===== config.mk =====
export PLATFORM = sky130hd
export DESIGN_NAME = cke_power_seq
export DESIGN_NICKNAME = d
export VERILOG_FILES = /design/src/rtl/cke_seq_pkg.sv /design/src/rtl/cke_down_timer.sv /design/src/rtl/cke_entry_gate.sv /design/src/rtl/cke_state_ctrl.sv /design/src/rtl/cke_idle_monitor.sv /design/src/rtl/cke_power_seq.sv
export SDC_FILE = /design/constraint.sdc
export NUM_CORES = 1
export LEC_CHECK = 0
export ABC_AREA = 1
export BUFFER_PORTS_ARGS = -buffer_cell sky130_fd_sc_hd__buf_2
export CAP_MARGIN = 5
export CELL_PAD_IN_SITES_DETAIL_PLACEMENT = 1
export CELL_PAD_IN_SITES_GLOBAL_PLACEMENT = 1
export CORE_ASPECT_RATIO = 1.2
export CORE_MARGIN = 2
export CORE_UTILIZATION = 30
export CTS_CLUSTER_SIZE = 25
export DETAILED_ROUTE_END_ITERATION = 8
export PLACE_DENSITY = 0.64
export SLEW_MARGIN = 20
export SYNTH_ARGS = -nofsm -noshare
export SYNTH_HDL_FRONTEND = slang
export SYNTH_SLANG_ARGS = --single-unit

===== constraint.sdc =====
create_clock -name clk -period 3.3 [get_ports clk]
set_input_delay 0.165 -clock clk [delete_from_list [all_inputs] [get_ports clk]]
set_output_delay 0.165 -clock clk [all_outputs]
set_load 0.05 [all_outputs]

===== src/rtl/cke_seq_pkg.sv =====
`timescale 1ns/1ps
package cke_seq_pkg;

  typedef enum logic [2:0] {
    CMD_ACT   = 3'd0,
    CMD_PRE   = 3'd1,
    CMD_REF   = 3'd2,
    CMD_MRS   = 3'd3,
    CMD_RD    = 3'd4,
    CMD_WR    = 3'd5,
    CMD_WRA   = 3'd6,
    CMD_OTHER = 3'd7
  } cmd_kind_e;

  typedef enum logic [1:0] {
    ST_UP = 2'd0,
    ST_PD = 2'd1,
    ST_SR = 2'd2
  } cke_state_e;

  // round a picosecond limit up to whole clocks
  function automatic int ps_to_clk(input int ps, input int clk_ps);
    return (ps + clk_ps - 1) / clk_ps;
  endfunction

  function automatic int imax(input int a, input int b);
    return (a > b) ? a : b;
  endfunction

endpackage


===== src/rtl/cke_down_timer.sv =====
`timescale 1ns/1ps
module cke_down_timer #(
  parameter int W        = 4,
  parameter int KEEP_MAX = 0
) (
  input  logic         clk,
  input  logic         rst_n,
  input  logic         load,
  input  logic [W-1:0] load_val,
  output logic         done
);

  logic [W-1:0] cnt;
  logic [W-1:0] dec;
  logic [W-1:0] nxt;

  assign dec = (cnt != '0) ? cnt - 1'b1 : '0;

  generate
    if (KEEP_MAX != 0) begin : g_keep
      // a shorter load never cuts an outstanding wait
      assign nxt = (load_val > dec) ? load_val : dec;
    end else begin : g_plain
      assign nxt = load_val;
    end
  endgenerate

  always_ff @(posedge clk or negedge rst_n) begin
    if (!rst_n)    cnt <= '0;
    else if (load) cnt <= nxt;
    else           cnt <= dec;
  end

  assign done = (cnt == '0);

endmodule


===== src/rtl/cke_entry_gate.sv =====
`timescale 1ns/1ps
module cke_entry_gate
  import cke_seq_pkg::*;
#(
  parameter int RL_CK   = 11,
  parameter int WL_CK   = 8,
  parameter int WR_CK   = 12,
  parameter int TWR_CK  = 12,
  parameter int TMOD_CK = 12
) (
  input  logic       clk,
  input  logic       rst_n,
  input  logic       cmd_valid,
  input  logic [2:0] cmd_type,
  input  logic       cmd_chop,
  output logic       entry_ok
);

  localparam int D_RD    = RL_CK + 5;
  localparam int D_WR8   = WL_CK + 4 + TWR_CK;
  localparam int D_WR4   = WL_CK + 2 + TWR_CK;
  localparam int D_WRA8  = WL_CK + 4 + WR_CK + 1;
  localparam int D_WRA4  = WL_CK + 2 + WR_CK + 1;
  localparam int D_MRS   = imax(TMOD_CK, 1);
  localparam int D_MAX   = imax(imax(D_RD, D_MRS), imax(D_WR8, D_WRA8));
  localparam int W       = $clog2(D_MAX + 1);

  cmd_kind_e    kind;
  logic [W-1:0] need;

  assign kind = cmd_kind_e'(cmd_type);

  // remaining clocks owed, minus the issuing edge itself
  always_comb begin
    case (kind)
      CMD_MRS: need = W'(D_MRS - 1);
      CMD_RD:  need = W'(D_RD - 1);
      CMD_WR:  need = cmd_chop ? W'(D_WR4 - 1)  : W'(D_WR8 - 1);
      CMD_WRA: need = cmd_chop ? W'(D_WRA4 - 1) : W'(D_WRA8 - 1);
      default: need = '0;
    endcase
  end

  cke_down_timer #(.W(W), .KEEP_MAX(1)) u_wait (
    .clk      (clk),
    .rst_n    (rst_n),
    .load     (cmd_valid),
    .load_val (need),
    .done     (entry_ok)
  );


  rd_blocks_entry_chk: assert property (@(posedge clk) disable iff (!rst_n)
    (cmd_valid && kind == CMD_RD) |=> !entry_ok);

endmodule


===== src/rtl/cke_state_ctrl.sv =====
`timescale 1ns/1ps
module cke_state_ctrl
  import cke_seq_pkg::*;
#(
  parameter int CKE_MIN = 4,
  parameter int SR_LOW  = 16,
  parameter int TXP     = 5,
  parameter int TXPDLL  = 20
) (
  input  logic clk,
  input  logic rst_n,
  input  logic pd_req,
  input  logic sr_req,
  input  logic exit_req,
  input  logic cmd_valid,
  input  logic dll_off,
  input  logic entry_ok,
  output logic cke,
  output logic in_pd,
  output logic cmd_allowed,
  output logic dll_cmd_allowed
);

  localparam int TW    = $clog2(imax(imax(SR_LOW, TXPDLL), imax(CKE_MIN, TXP)) + 1);
  localparam int NT    = 4;
  localparam int T_LOW = 0;
  localparam int T_HI  = 1;
  localparam int T_XP  = 2;
  localparam int T_DLL = 3;

  cke_state_e    st;
  logic          pd_pend, sr_pend, exit_pend;
  logic          sr_go, pd_go, exit_want;
  logic          enter, leave, slow;
  logic [NT-1:0] t_load;
  logic [NT-1:0] t_done;
  logic [TW-1:0] t_val [NT];

  assign sr_go     = sr_pend | sr_req;
  assign pd_go     = pd_pend | pd_req;
  assign exit_want = exit_pend | exit_req;
  assign enter     = (st == ST_UP) && (sr_go || pd_go) && entry_ok &&
                     t_done[T_HI] && !cmd_valid;
  assign leave     = (st != ST_UP) && exit_want && t_done[T_LOW];
  assign slow      = (st == ST_SR) || dll_off;

  always_comb begin
    t_load         = '0;
    t_load[T_LOW]  = enter;
    t_load[T_HI]   = leave;
    t_load[T_XP]   = leave;
    t_load[T_DLL]  = leave;
    t_val[T_LOW]   = sr_go ? TW'(SR_LOW - 1) : TW'(CKE_MIN - 1);
    t_val[T_HI]    = TW'(CKE_MIN - 1);
    t_val[T_XP]    = TW'(TXP - 1);
    t_val[T_DLL]   = slow ? TW'(TXPDLL - 1) : '0;
  end

  generate
    for (genvar i = 0; i < NT; i++) begin : g_tmr
      cke_down_timer #(.W(TW), .KEEP_MAX(0)) u_t (
        .clk      (clk),
        .rst_n    (rst_n),
        .load     (t_load[i]),
        .load_val (t_val[i]),
        .done     (t_done[i])
      );
    end
  endgenerate

  always_ff @(posedge clk or negedge rst_n) begin
    if (!rst_n) begin
      st        <= ST_UP;
      pd_pend   <= 1'b0;
      sr_pend   <= 1'b0;
      exit_pend <= 1'b0;
    end else begin
      case (st)
        ST_UP: begin
          exit_pend <= 1'b0;
          if (enter) begin
            st      <= sr_go ? ST_SR : ST_PD;
            pd_pend <= 1'b0;
            sr_pend <= 1'b0;
          end else begin
            pd_pend <= pd_go;
            sr_pend <= sr_go;
          end
        end
        default: begin
          pd_pend <= 1'b0;
          sr_pend <= 1'b0;
          if (leave) begin
            st        <= ST_UP;
            exit_pend <= 1'b0;
          end else begin
            exit_pend <= exit_want;
          end
        end
      endcase
    end
  end

  assign cke             = (st == ST_UP);
  assign in_pd           = (st == ST_PD);
  assign cmd_allowed     = cke && t_done[T_XP];
  assign dll_cmd_allowed = cmd_allowed && t_done[T_DLL];


  low_pulse_chk: assert property (@(posedge clk) disable iff (!rst_n)
    $rose(cke) |-> $past(t_done[T_LOW]));


  high_pulse_chk: assert property (@(posedge clk) disable iff (!rst_n)
    $fell(cke) |-> $past(t_done[T_HI] && entry_ok));


  exit_block_chk: assert property (@(posedge clk) disable iff (!rst_n)
    $rose(cke) |-> !cmd_allowed);


  slow_exit_chk: assert property (@(posedge clk) disable iff (!rst_n)
    ($rose(cke) && $past(st == ST_SR)) |-> !t_done[T_DLL]);

endmodule


===== src/rtl/cke_idle_monitor.sv =====
`timescale 1ns/1ps
module cke_idle_monitor #(
  parameter int LIMIT = 56160
) (
  input  logic clk,
  input  logic rst_n,
  input  logic in_pd,
  output logic pd_overrun
);

  localparam int CW = $clog2(LIMIT + 1);
  localparam logic [CW-1:0] LIM = CW'(LIMIT);

  logic [CW-1:0] cnt;

  always_ff @(posedge clk or negedge rst_n) begin
    if (!rst_n)          cnt <= '0;
    else if (!in_pd)     cnt <= '0;
    else if (cnt != LIM) cnt <= cnt + 1'b1;
  end

  assign pd_overrun = in_pd && (cnt == LIM);


  overrun_in_pd_chk: assert property (@(posedge clk) disable iff (!rst_n)
    $rose(pd_overrun) |-> $past(in_pd));

endmodule


===== src/rtl/cke_power_seq.sv =====
`timescale 1ns/1ps
module cke_power_seq
  import cke_seq_pkg::*;
#(
  parameter int CLK_PS   = 1250,
  parameter int RL_CK    = 11,
  parameter int WL_CK    = 8,
  parameter int WR_CK    = 12,
  parameter int TWR_PS   = 15000,
  parameter int TMOD_CK  = 12,
  parameter int TREFI_CK = 6240
) (
  input  logic       clk,
  input  logic       rst_n,
  input  logic       cmd_valid,
  input  logic [2:0] cmd_type,
  input  logic       cmd_chop,
  input  logic       pd_req,
  input  logic       sr_req,
  input  logic       exit_req,
  input  logic       dll_off,
  output logic       cke,
  output logic       cmd_allowed,
  output logic       dll_cmd_allowed,
  output logic       pd_overrun
);

  localparam int CKE_MIN  = imax(3, ps_to_clk(5000, CLK_PS));
  localparam int TXP      = imax(3, ps_to_clk(6000, CLK_PS));
  localparam int TXPDLL   = imax(10, ps_to_clk(24000, CLK_PS));
  localparam int TCKSR    = imax(5, ps_to_clk(10000, CLK_PS));
  localparam int SR_LOW   = imax(CKE_MIN + 1, 2 * TCKSR);
  localparam int TWR_CK   = ps_to_clk(TWR_PS, CLK_PS);
  localparam int PD_LIMIT = 9 * TREFI_CK;

  logic entry_ok;
  logic in_pd;

  cke_entry_gate #(
    .RL_CK   (RL_CK),
    .WL_CK   (WL_CK),
    .WR_CK   (WR_CK),
    .TWR_CK  (TWR_CK),
    .TMOD_CK (TMOD_CK)
  ) u_gate (
    .clk       (clk),
    .rst_n     (rst_n),
    .cmd_valid (cmd_valid),
    .cmd_type  (cmd_type),
    .cmd_chop  (cmd_chop),
    .entry_ok  (entry_ok)
  );

  cke_state_ctrl #(
    .CKE_MIN (CKE_MIN),
    .SR_LOW  (SR_LOW),
    .TXP     (TXP),
    .TXPDLL  (TXPDLL)
  ) u_ctrl (
    .clk             (clk),
    .rst_n           (rst_n),
    .pd_req          (pd_req),
    .sr_req          (sr_req),
    .exit_req        (exit_req),
    .cmd_valid       (cmd_valid),
    .dll_off         (dll_off),
    .entry_ok        (entry_ok),
    .cke             (cke),
    .in_pd           (in_pd),
    .cmd_allowed     (cmd_allowed),
    .dll_cmd_allowed (dll_cmd_allowed)
  );

  cke_idle_monitor #(.LIMIT(PD_LIMIT)) u_mon (
    .clk        (clk),
    .rst_n      (rst_n),
    .in_pd      (in_pd),
    .pd_overrun (pd_overrun)
  );

endmodule


Yosys cells after proc, flatten, opt, wreduce, memory -nomap -nowiden
Cells that the tools add are included.

word-level totals
  register bits after elaboration = 46
  bits of input ports = 11
  output and inout bits = 4
  word-level logic and storage cells = 84

cells by class
  eq/ne operators = 10
  add/subtract/negate cells = 6
  order comparisons = 1
  mux-type cells = 28
  bitwise gates (word level) = 3
  reductions and logical operators = 26

operators by type and width
  operator                                                               count
  5-bit two-way mux                                                      12
  16-bit two-way mux                                                     2
  5-bit zero test                                                        5
  5-bit nonzero test                                                     5
  5-bit by 1-bit subtractor with 5-bit output, second input constant     5
  5-bit case mux with 4 select lines                                     1
  16-bit by 1-bit adder with 16-bit output, second input constant        1
  16-bit equality test, second input constant                            1
  16-bit inequality test, second input constant                          1
  2-bit two-way mux                                                      5
  3-bit equality test, second input constant                             3
  1-bit logical AND                                                      9
  4-bit two-way mux                                                      2
  1-bit two-way mux                                                      6
  5-bit > comparator                                                     1
  2-bit inequality test, second input constant                           2
  2-bit nonzero test                                                     2
  3-bit by 2-bit equality test with 1-bit output, second input constant  1
  1-bit OR                                                               3
  2-bit by 1-bit equality test with 1-bit output, second input constant  1
  2-bit equality test, second input constant                             1
  2-bit zero test                                                        1
  1-bit logical OR                                                       2
  2-bit AND reduction                                                    1
  1-bit zero test                                                        1

Logic depth before layout (Yosys ltp)
  word-level depth = 8
  mapped depth = 14
  mapped depth without buffers = 14

Hierarchy
A second synthesis with hierarchy kept.

unflattened totals
  cell total of the unflattened synthesis = 407
  area, all modules = 2962.8 um^2

modules (own cells, without submodules)
  module                                     seq. area each (um^2)  area each (um^2)  instances  cells each
  cke_down_timer at u_ctrl.g_tmr[0].u_t ...  125.1                  267.8             4          34
  cke_idle_monitor                           400.4                  1033.5            1          148
  cke_down_timer at u_gate.u_wait            125.1                  461.7             1          63
  cke_state_ctrl                             125.1                  309.0             1          41
  cke_entry_gate                             0.0                    87.6              1          19

Worst setup path after synthesis
No wires, ideal clock.

  kind = register to output
  start = register u_ctrl.g_tmr[2].u_t.cnt[0]
  end = output dll_cmd_allowed
  buffers on the path = 0
  cell stages (with the launch flop) = 6
  data required time = 3.135 ns
  arrival = 2.066 ns
  setup slack = 1.069 ns
  cells stage by stage = dfrtp_1 -> inv_1 -> ha_1 -> nor3b_1 -> nand2_1 -> nor3_1

between the ends
  longest elaborated chain between the ends = 3

ends and longest elaborated chain
  element                 RTL line               source
  start, declared         cke_down_timer.sv:13   logic [W-1:0] cnt;
  start signal, assigned  cke_down_timer.sv:30   else if (load) cnt <= nxt;
  5-bit zero test         cke_down_timer.sv:34   assign done = (cnt == '0);
  1-bit logical AND       cke_state_ctrl.sv:106  assign cmd_allowed = cke && t_done[T_XP];
  1-bit logical AND       cke_state_ctrl.sv:107  assign dll_cmd_allowed = cmd_allowed && t_done[T_DLL];
  end, declared           cke_power_seq.sv:24    output logic dll_cmd_allowed,

No other way between the ends.

Worst setup path after layout
  start = register u_gate.u_wait.cnt[0]
  end = register u_gate.u_wait.cnt[3]

between the ends
  longest elaborated chain between the ends = 5
  elaborated cells on any way between the ends = 6
  those cells by class = 1 x add/sub; 1 x order compare; 3 x mux; 1 x reduce/logical

ends and longest elaborated chain
  element                                                                            RTL line              source
  start, declared                                                                    cke_down_timer.sv:13
  start signal, assigned                                                             cke_down_timer.sv:30
  5-bit by 1-bit subtractor with 5-bit output or 5-bit nonzero test (tied branches)  cke_down_timer.sv:17  assign dec = (cnt != '0) ? cnt - 1'b1 : '0;
  5-bit two-way mux *                                                                cke_down_timer.sv:17
  5-bit > comparator                                                                 cke_down_timer.sv:22  assign nxt = (load_val > dec) ? load_val : dec;
  5-bit two-way mux                                                                  cke_down_timer.sv:22
  5-bit two-way mux *                                                                cke_down_timer.sv:30

Every way passes the cells marked *; elsewhere a longest branch is shown, timed or not.
A chain may end at the register's enable or synchronous reset.

==> results.yml <==
placement:
  gp_congestion: 0.797
  dp.final_hpwl_um: 5170
  port_buffers: 14
  place_area_um2: 2920
logic_synthesis:
  ys_seq_elements: 46
  syn_area_per_cell_um2: 7.35
  syn_inst: 368
  synth_area_um2: 2710
  yosys_warnings: 0
  yosysUniqueCellTypes: 28
  synth_nets: 391
  ys_seq_area_share_pct: 42.5
critical_path:
  crit_required_ns: 3.49
  start_kind: "flop"
  end_kind: "flop"
  crit_fanout: 6
  r2r_cells: 13
  worstPathArrival_ns: 2.47
  worstSetupPathType: "flop to flop"
clock_network:
  clk_pin_slew_ns: 0.09
  cts-root-buf: "clkbuf_8"
  post-cts-setup-buffers: 0
  cts-resized-gates: 0
  cts_tree: "done"
  clk_path_buf_depth: 2
  cts_buffers: 5
  worstSkewPairLatency_ns: 0.30
  clock_sinks: 46
  htreeDepth: 2
sta:
  relSlewSlack_pct: 59.3
  setup_viol: 0
  fin_tns_setup_ns: 0
  clock_skew_ns: 0.00739
  fin_crit_ns: 2.28
  tightestPinTransition_ns: 0.610
  hold_viol_final: 0
  max_freq_mhz: 439
  period_share_pct: 69.1
  rsz0062_at_grt: "false"
  slew_violations: 0
pwr:
  vdd_drop_max_mv: 0.299
  powerDensity_nw_per_um2: 765
  p_leak_uw: 0.00149
final_layout:
  layout-drive-gt1-share_pct: 12.1
  fin_util_pct: 35.4
  area_growth_syn_to_layout_pct: 13.3
  antenna_cells: 0
  design_area_um2: 3070
  fillers: 1134
  final_nets: 412
detailed_routing:
  routed_wl_um: 6660
  wl_per_cell_um: 13.1
  drc: 0
  drtIter0Drc: 94
  vias: 2374
  via_per_inst: 4.68
  antenna_left: 0
  first_pass_iters: 4
floorplanning:
  start_util_pct: 31.3
  core_um2: 8660
  die-area_um2: 9800
  ios: 15
  die_h_um: 108
  rows: 37
  die_w_um: 90.7
grt:
  globalRouteOverflowTotal: 0
  grt_pass1_vias: 2463
  grt_max_degree: 30
  grt_usage_pct: 14.9
  antenna_found_initial: 0
  grt_pass1_wl_um: 11700
worst_hold_path:
  hp-class: "input pin to flop"
  whs_path_depth: 4
flow_run:
  maxCapViolCount: 0
run_status:
  status: "complete, no violations"
worst paths after layout:
path	slack (ns)	endpoint	startpoint
max in group asynchronous	2.18	u_ctrl.pd_pend	rst_n
worst min-delay path	0.15	u_ctrl.st[0]	sr_req
worst max-delay path	1.02	u_gate.u_wait.cnt[3]	u_gate.u_wait.cnt[0]
worst min register to register	0.46	u_ctrl.g_tmr[1].u_t.cnt[0]	u_ctrl.g_tmr[1].u_t.cnt[0]
worst max register to register	1.02	u_gate.u_wait.cnt[3]	u_gate.u_wait.cnt[0]
min in group asynchronous	0.34	u_mon.cnt[5]	rst_n
per-layer routing:
metal	vias to the layer above	global-route usage [%]	share of wire, %
li1	1196	-	-
met1	1135	18.4	45
met2	30	26.2	50
met3	13	2.58	2.5
met4	0	5.38	2.2
met5	-	0	0
final cells by class:
type	instances	area, um^2	share of cell area (%)
clock buffers	5	68.8	2.24
multi-input cells	265	1340	43.6
clock inverters	3	68.8	2.24
well taps	117	146	4.78
repair buffers	16	87.6	2.86
flip-flops and latches	46	1150	37.6
inverters	55	206	6.73
logic make-up after synthesis:
| family | synth area share, % |
|---|---|
| AND/OR/NAND/NOR | 35.3 |
| flip-flops | 42.5 |
| AO/OA/AOI/OAI | 5.96 |
| buffers and inverters | 8.09 |
| XOR/XNOR | 2.59 |
| adder cells (fa/ha/maj) | 5.55 |
synthesized netlist by cell type, drive strengths merged:
cell      n  area share [%]
xor2      4             1.3
and2      1            0.23
inv      55             7.6
a31oi     3            0.69
or2       1            0.23
a21oi     8             1.5
nand3    30             5.9
o211ai    1            0.28
nand4     5             1.2
nor3b     1            0.28
o21a      1            0.28
xnor2     4             1.3
nor2     66              11
buf       2            0.46
nand2   100              15
o21ai    16             3.0
dfrtp    46              43
ha       12             5.5
nor3     11             2.2
o21bai    1            0.28
critical path, cell delays in order (launching register included):
cell and delay [ns]:
dfrtp_1 0.33, inv_1 0.07, ha_1 0.25, nand3_2 0.14, nand2_1 0.07, nor2_1 0.13
inv_1 0.06, ha_1 0.28, nand2_1 0.09, nor2_1 0.05, a21oi_1 0.35, nand2_1 0.20
nand2_1 0.09, nand2_1 0.05
sequential cells by signal, indices dropped and copies added, names as in the netlist:
register / count
u_ctrl.sr_pend: 1
u_mon.cnt: 16
u_ctrl.g_tmr.u_t.cnt: 20
u_ctrl.pd_pend: 1
u_ctrl.exit_pend: 1
u_ctrl.st: 2
u_gate.u_wait.cnt: 5
what timing repair did:
action	in CTS	in global routing
hold endpoints to repair	17	0
hold buffers	1	0
setup endpoints to repair	0	0
stage by stage:
stage	hold slack, ns	total power (uW)	setup slack, ns	cells
detailed placement	0.153	1870	1.01	498
global route	0.182	2590	0.721	507
CTS	0.145	2390	0.997	507
global placement	0.146	1820	1.11	498
finish	0.153	2350	1.02	507
floorplan	-0.131	1620	1.07	368
power breakdown:
group / internal [uW] / switching (uW) / total, uW
combinational: 369 / 614 / 983
sequential: 735 / 119 / 854
clock: 304 / 205 / 508
cells in the final DEF, fill, tap and decap left out, drive strengths merged, types with 3 or more instances in the layout:
| master | Yosys | layout |
|---|---|---|
| a21oi | 8 | 8 |
| buf | 2 | 15 |
| xnor2 | 4 | 4 |
| nor3 | 11 | 11 |
| nor2 | 66 | 66 |
| a31oi | 3 | 3 |
| dfrtp | 46 | 46 |
| nand2 | 100 | 100 |
| xor2 | 4 | 4 |
| nand4 | 5 | 5 |
| o21ai | 16 | 16 |
| clkbuf | 0 | 5 |
| nand3 | 30 | 30 |
| ha | 12 | 12 |
| inv | 55 | 55 |
(Power assumes the default switching activity.)
